[src/rtl/arbSyncPkg.sv]
package arbSyncPkg;
  // control strobes from the sequencer to the datapath
  typedef struct packed {
    logic sampleEn;   // post-reset cycle: sync detection allowed
    logic windowEnd;  // last cycle of the start-up ownership window
  } ctrlStrobes_t;
endpackage

[src/rtl/arbSyncCtrl.sv]
module arbSyncCtrl
  import arbSyncPkg::*;
#(
  parameter int ID_W    = 3,
  parameter int WIN_LEN = 2
) (
  input  logic            clk,
  input  logic            rst,
  input  logic [ID_W-1:0] procId,
  input  logic            syncNext,
  input  logic            othersPrev,
  output ctrlStrobes_t    strobes,
  output logic            reqOut,
  output logic            strobeEn
);
  localparam int CNT_W = $clog2(WIN_LEN + 1);
  localparam logic [CNT_W-1:0] WIN_LAST = CNT_W'(WIN_LEN - 1);
  localparam logic [CNT_W-1:0] WIN_DONE = CNT_W'(WIN_LEN);

  logic [CNT_W-1:0] postCnt;
  logic             holdReq;
  logic             isOwner;
  logic             isSingle;

  assign isOwner  = (procId == ID_W'(1));
  assign isSingle = (procId == '0);

  assign strobes.sampleEn  = !rst;
  assign strobes.windowEnd = !rst && (postCnt == WIN_LAST);

  always_ff @(posedge clk) begin
    if (rst) begin
      postCnt <= '0;
      holdReq <= isOwner;
    end else begin
      if (postCnt != WIN_DONE) postCnt <= postCnt + 1'b1;
      if (strobes.windowEnd) holdReq <= holdReq && syncNext;
    end
  end

  assign reqOut = holdReq;

  always_comb begin
    if (isSingle) strobeEn = !rst;
    else          strobeEn = isOwner && holdReq && !othersPrev;
  end
endmodule

[src/rtl/arbSyncPath.sv]
module arbSyncPath
  import arbSyncPkg::*;
#(
  parameter int NODES = 6,
  parameter int ID_W  = 3
) (
  input  logic             clk,
  input  logic             rst,
  input  logic [ID_W-1:0]  procId,
  input  logic [NODES-1:0] reqIn,
  input  ctrlStrobes_t     strobes,
  output logic             synced,
  output logic [ID_W-1:0]  masterId,
  output logic             othersPrev,
  output logic             syncNext
);
  localparam int HIT_W = $clog2(NODES + 1);

  logic [NODES-1:0] othersMask;
  logic [HIT_W-1:0] hitCnt;
  logic [ID_W-1:0]  hitId;
  logic             oneHit;

  for (genvar g = 0; g < NODES; g++) begin : g_mask
    assign othersMask[g] = (procId != ID_W'(g + 1));
  end

  always_comb begin
    hitCnt = '0;
    hitId  = '0;
    for (int i = 0; i < NODES; i++) begin
      if (reqIn[i]) begin
        hitCnt = hitCnt + 1'b1;
        hitId  = ID_W'(i + 1);
      end
    end
  end

  assign oneHit   = (hitCnt == HIT_W'(1));
  assign syncNext = synced || (strobes.sampleEn && oneHit);

  always_ff @(posedge clk) begin
    if (rst) begin
      synced   <= (procId == '0);
      masterId <= '0;
    end else if (strobes.sampleEn && !synced && oneHit) begin
      synced   <= 1'b1;
      masterId <= hitId;
    end
  end

  // previous-cycle view of the other nodes, kept through reset
  always_ff @(posedge clk) othersPrev <= |(reqIn & othersMask);
endmodule

[src/rtl/arbSyncTop.sv]
module arbSyncTop
  import arbSyncPkg::*;
#(
  parameter int NODES   = 6,
  parameter int ID_W    = 3,
  parameter int WIN_LEN = 2
) (
  input  logic             clk,
  input  logic             rst,
  input  logic [ID_W-1:0]  procId,
  input  logic [NODES-1:0] reqIn,
  output logic             reqOut,
  output logic             strobeEn,
  output logic [ID_W-1:0]  masterId,
  output logic             synced
);
  ctrlStrobes_t strobes;
  logic         syncNext;
  logic         othersPrev;

  arbSyncCtrl #(.ID_W(ID_W), .WIN_LEN(WIN_LEN)) u_ctrl (
    .clk(clk), .rst(rst), .procId(procId), .syncNext(syncNext),
    .othersPrev(othersPrev), .strobes(strobes), .reqOut(reqOut),
    .strobeEn(strobeEn)
  );

  arbSyncPath #(.NODES(NODES), .ID_W(ID_W)) u_path (
    .clk(clk), .rst(rst), .procId(procId), .reqIn(reqIn),
    .strobes(strobes), .synced(synced), .masterId(masterId),
    .othersPrev(othersPrev), .syncNext(syncNext)
  );
endmodule

[config.mk]
export PLATFORM = sky130hd
export DESIGN_NAME = arbSyncTop
export DESIGN_NICKNAME = d
export VERILOG_FILES = /design/src/rtl/arbSyncPkg.sv /design/src/rtl/arbSyncCtrl.sv /design/src/rtl/arbSyncPath.sv /design/src/rtl/arbSyncTop.sv
export SDC_FILE = /design/constraint.sdc
export NUM_CORES = 1
export LEC_CHECK = 0
export CAP_MARGIN = 20
export CORE_MARGIN = 2
export CORE_UTILIZATION = 44
export CTS_CLUSTER_DIAMETER = 100
export DETAILED_ROUTE_END_ITERATION = 12
export PLACE_DENSITY = 0.74
export SLEW_MARGIN = 20
export SYNTH_ARGS = -nofsm -noshare
export SYNTH_HDL_FRONTEND = slang
export SYNTH_SLANG_ARGS = --single-unit
[constraint.sdc]
create_clock -name clk -period 3.8 [get_ports clk]
set_input_delay 0.57 -clock clk [delete_from_list [all_inputs] [get_ports clk]]
set_output_delay 0.57 -clock clk [all_outputs]
set_load 0.02 [all_outputs]
### Word-level counts from Yosys, hierarchy flattened

Cells that the tools add are included.

* register bits after elaboration: 8
* bits of input ports: 11
* output and inout port bits: 6
* word-level logic and storage cells: 53

* add/subtract/negate cells: 6
* equality and inequality tests: 10
* muxes and demuxes: 16
* bitwise gates (word level): 1
* reductions and logical operators: 15

Operators with widths (number)
* 3-bit 2-to-1 mux: 8
* 3-bit by 1-bit adder with 3-bit output, second input constant: 4
* 3-bit != test, second input constant: 3
* 1-bit logical AND: 7
* 6-bit AND: 1
* 3-bit by 1-bit equality test with 1-bit output, second input constant: 2
* 1-bit 2-to-1 mux: 6
* 3-bit by 2-bit != test with 1-bit output, second input constant: 2
* 6-bit OR reduction: 1
* 2-bit 2-to-1 mux: 2
* 2-bit nonzero test: 2
* 1-bit logical NOT: 3
* 3-bit logical NOT: 1
* 3-bit by 1-bit != test with 1-bit output, second input constant: 1
* 1-bit by 1-bit adder with 2-bit output, second input constant: 1
* 2-bit by 1-bit adder with 2-bit output, second input constant: 1
* 2-bit by 1-bit equality test with 1-bit output, second input constant: 1
* 2-bit != test, second input constant: 1
* 1-bit logical OR: 1

### Depth between registers and ports, before layout

* depth after elaboration: 17
* mapped depth: 15
* mapped depth without buffers: 15

### By module

From an unflattened synthesis, not the netlist that was laid out.

* cells, all modules: 89
* area total of the unflattened synthesis: 819.5 um^2

By module, submodules not included
* arbSyncPath: times used 1, cells each 70, area an instance 626.9 um^2, seq. area each 110.1 um^2
* arbSyncCtrl: times used 1, cells each 19, area an instance 192.7 um^2, seq. area each 70.1 um^2

### Worst setup path after synthesis

Ideal clock, no wire load.

* path type: input -> register
* start: input reqIn[1]
* end: register u_path.synced (enable)
* setup time: 290 ps
* arrival: 3295 ps
* required time: 3510 ps
* setup slack: 215 ps
* stages on the path: 15
* buffers on the path: 0
* cell sequence: inv_1 -> ha_1 -> xor2_4 -> ha_1 -> nand2b_1 -> o21a_1 -> ha_1 -> and2_1 -> a21o_1 -> ha_1 -> nand2_1 -> xor2_1 -> xnor2_1 -> a211oi_2 -> or2_2

* longest elaborated chain between the ends: 12

RTL lines
* from (decl): RTL line arbSyncTop.sv:11 `input logic [NODES-1:0] reqIn,`
* 3-bit 2-to-1 mux *: RTL line arbSyncPath.sv:32 `if (reqIn[i]) begin`
* 3-bit by 1-bit adder with 3-bit output: RTL line arbSyncPath.sv:33 `hitCnt = hitCnt + 1'b1;`
* 3-bit 2-to-1 mux *: RTL line arbSyncPath.sv:32
* 3-bit by 1-bit adder with 3-bit output: RTL line arbSyncPath.sv:33
* 3-bit 2-to-1 mux *: RTL line arbSyncPath.sv:32
* 3-bit by 1-bit adder with 3-bit output: RTL line arbSyncPath.sv:33
* 3-bit 2-to-1 mux *: RTL line arbSyncPath.sv:32
* 3-bit by 1-bit adder with 3-bit output: RTL line arbSyncPath.sv:33
* 3-bit 2-to-1 mux *: RTL line arbSyncPath.sv:32
* 3-bit by 1-bit equality test with 1-bit output *: RTL line arbSyncPath.sv:39 `assign oneHit = (hitCnt == HIT_W'(1));`
* 1-bit logical AND *: RTL line arbSyncPath.sv:46 `end else if (strobes.sampleEn && !synced && oneHit) begin`
* 2-bit nonzero test (no source line) *
* to (signal assigned): RTL line arbSyncPath.sv:44 `synced <= (procId == '0);`
* to (decl): RTL line arbSyncPath.sv:12 `output logic synced,`

Mark *: on every way between the ends. The rest lies on a longest branch, timed or not.
A chain may end at the register's enable or synchronous reset.

### Worst setup path after layout

* start: input reqIn[2]
* end: register u_path.synced (enable)

* longest elaborated chain between the ends: 10

RTL lines (RTL line)
* 3-bit 2-to-1 mux *: arbSyncPath.sv:32
* 3-bit by 1-bit adder with 3-bit output: arbSyncPath.sv:33
* 3-bit 2-to-1 mux *: arbSyncPath.sv:32
* 3-bit by 1-bit adder with 3-bit output: arbSyncPath.sv:33
* 3-bit 2-to-1 mux *: arbSyncPath.sv:32
* 3-bit by 1-bit adder with 3-bit output: arbSyncPath.sv:33
* 3-bit 2-to-1 mux *: arbSyncPath.sv:32
* 3-bit by 1-bit equality test with 1-bit output *: arbSyncPath.sv:39
* 1-bit logical AND *: arbSyncPath.sv:46
* 2-bit nonzero test (no source line) *

Marked as above.

==> key figures <==
Run status
  • Status: completed

Global route
  • Largest net degree at the start of global routing: 16
  • Total track usage: 16.6%
  • First-pass GRT wire length: ~2.6 mm
  • Antenna violations before repair: 0
  • Vias in the first global route: approximately 650
  • Gr ovfl total: 0

Synth
  • Primary FF master, synth: dfxtp_1
  • Synth cell types: 37
  • Post-Syn Area per Cell: around 8.7 um^2
  • Ys Warns: 0
  • Post-synth EDFFs: 2
  • Syn Nets: 109
  • Yosys top cell by area: dfxtp_1
  • Top cell type's share of synthesized area: between 15 and 20%
  • Asr flop ratio synth: 0%
  • Post-Syn Instances: 90
  • Cell area after synthesis: around 780 um^2
  • Number of synthesized register bits: 8
  • Ranking of synthesized cells by area: dfxtp_1 (15%), ha_1 (13%), edfxtp_1 (7.7%)
  • Register area share after synthesis: 23.0%

Timing
  • Crit path time final: 3.61 ns
  • RSZ-0062 raised after global routing: false
  • Setup Skew: approximately 0.0064 ns
  • Endpoints failing hold: 0
  • Final-report setup violation count: 0
  • Worst-Margin Slew: around 0.43 ns
  • Tcrit/Tclk final: a little over nine tenths
  • Achievable clock frequency: roughly 280 MHz
  • Slew Viols, Final: 0
  • Slack of the critical path: slightly below 0.2 ns
  • Slew HR: a little under three quarters

Drt
  • ANT nets after route: 0
  • Total wire length: roughly 1.7 mm
  • Remaining DRCs: 0
  • DR vias/cell: between 4 and 5
  • First-pass detailed-route iteration total: 3
  • Vias: 700
  • Initial DRC Count: 9
  • WL/cell: 11.8 um

Placement
  • IO Port Bufs: 16
  • Cells after DPL: ~140
  • DP Area: roughly 1000 um^2
  • HPWL Detailed: approximately 1.3 mm
  • Final GP Congestion: ~0.78
  • DP Worst Slack: -0.278 ns

Floorplan
  • Io pins: 17
  • Core box area: about 1700 um^2
  • Die Area: 2140 um^2
  • Die Ht: approximately 46 um
  • Site Rows: 15
  • Initial Util: between 40% and 50%
  • Die width: approximately 46 um

Critical path
  • Worst R2R Start: u_path.synced
  • Worst r2r path cells: 2
  • Capturing point of the worst reg2reg path: u_path.synced
  • Worst EP arrival: about 3.6 ns
  • Critical path launch point: reqIn[2]
  • CP Launch Type: primary input
  • Worst setup EP type: flip-flop
  • Reg2Reg Setup Slack: ~2.6 ns
  • Data required, critical path: 3.78 ns
  • Worst Path Max Fanout: 6
  • WS Path Type: primary input to flip-flop

Layout
  • Antenna cell count: 0
  • Commonest non-fill, non-tap cell in the layout: clkdlybuf4s50_1
  • Most frequent cells in the layout: clkdlybuf4s50_1 (14), buf_4 (11), nor2_1 (10)
  • Non-Filler Cell Area, Final: roughly 1100 um^2
  • Post-route insts no fill: roughly 140
  • Post-layout nets: approximately 140
  • Final Core Density: between 60% and 70%
  • Ratio of cells with drive above 1 in the final layout: between 20% and 30%
  • Area Overhead vs Synth: 41.9%
  • Filler cells: between 100 and 150

Clocking
  • # clock sinks: 8
  • Clock buffer depth: 2
  • CTS buffer count: 3
  • CTS root buf: clkbuf_4
  • CTS H-tree depth: 1
  • Clk_lat worst skew: roughly 0.25 ns
  • Post-CTS Hold Buffers: 0
  • CTS tree: built
  • Clock slew seen by the registers of the worst setup and hold paths: ~0.060 ns

Power and ir drop
  • Worst vdd ir: about 0.00032 V
  • P per Cell Area: ~350 nW/um^2
  • P_leak: 0.477 nW

Worst hold path
  • Hold_sp: u_path.masterId[0]
  • Worst hold path class: flip-flop to flip-flop
  • Min-Delay Path Depth: 2
  • Worst-case hold path end point: u_path.masterId[0]

Run
  • Max-cap violations: 0
==> critical path, stage by stage <==
cell	delay (ns)
clkdlybuf4s50_1	0.45
buf_4	0.19
xor2_4	0.18
ha_1	0.29
nand2b_4	0.14
o21a_1	0.13
ha_1	0.28
and2_1	0.15
a21o_1	0.15
ha_1	0.18
nand2_2	0.09
xor2_2	0.20
xnor2_2	0.10
a211oi_2	0.31
or2_2	0.17
==> routing by layer <==
layer | global-route usage (%) | share of wire (%)
met1 | 20.8 | 45
met2 | 28.1 | 50
met3 | 5.88 | 3.6
met4 | 1.71 | 1.1
met5 | 0 | 0
==> through the flow <==
stage	hold WS, ns	setup TNS (ns)	power [mW]
2_1_floorplan	0.481	0	0.245
3_3_place_gp	0.466	-1.03	0.301
3_5_place_dp	0.468	-1.16	0.307
4_1_cts	0.482	0	0.382
5_1_grt	0.501	0	0.428
6_report	0.478	0	0.390
==> repair_timing <==
action,4_1_cts,5_1_grt
setup buffers,0,1
endpoints found under the setup margin,4,5
gates resized for setup,1,10
pin swaps,1,4
==> registers in the layout, indices dropped and copies added, names as in the netlist <==
name	flops
u_path.masterId	3
u_ctrl.postCnt	2
u_ctrl.reqOut	1
u_path.othersPrev	1
u_path.synced	1
==> cell usage after synthesis (all sizes together) (2+ instances only) <==
| master | instances |
|---|---|
| nor2 | 10 |
| ha | 8 |
| inv | 7 |
| dfxtp | 6 |
| a21oi | 5 |
| nand2 | 5 |
| mux2i | 4 |
| xnor2 | 4 |
| xor2 | 4 |
| buf | 3 |
| nand2b | 3 |
| nor3 | 3 |
| a211oi | 2 |
| clkbuf | 2 |
| edfxtp | 2 |
| nand3b | 2 |
| nor2b | 2 |
| o21ai | 2 |
| or2 | 2 |
==> cells by family after synthesis <==
group | Yosys count | share of synthesized area, %
AND/OR/NAND/NOR | 32 | 21.5
AO/OA/AOI/OAI | 17 | 16.1
buffers and inverters | 12 | 7.34
XOR/XNOR | 8 | 12.3
adder cells (fa/ha/maj) | 8 | 12.8
flip-flops | 8 | 23.0
multiplexers | 5 | 7.02
==> power breakdown <==
group,leakage [nW],total (mW),switching (mW),internal [mW]
clock,0.0150,0.0692,0.0290,0.0402
combinational,0.393,0.198,0.0926,0.106
sequential,0.0692,0.122,0.0146,0.108
total,0.477,0.390,0.136,0.253
==> how the worst max path moves through the flow <==
| stage | cells past startpoint | to |
|---|---|---|
| after CTS | 17 | u_path.synced |
| final | 15 | u_path.synced |
| after global placement | 16 | u_path.synced |
| after detailed placement | 16 | u_path.synced |
| after global routing | 16 | u_path.masterId[1] |
| after floorplan | 15 | u_path.synced |
==> layout make-up <==
| cell class | instances | area [um^2] | share of cell area (%) |
|---|---|---|---|
| Multi-Input combinational cell | 70 | 591 | 53.0 |
| Timing Repair Buffer | 28 | 259 | 23.3 |
| Sequential cell | 8 | 180 | 16.2 |
| Tap cell | 25 | 31.3 | 2.81 |
| Clock buffer | 4 | 26.3 | 2.36 |
| Inverter | 7 | 26.3 | 2.36 |
Note: power is estimated with default switching activity, not from simulation.
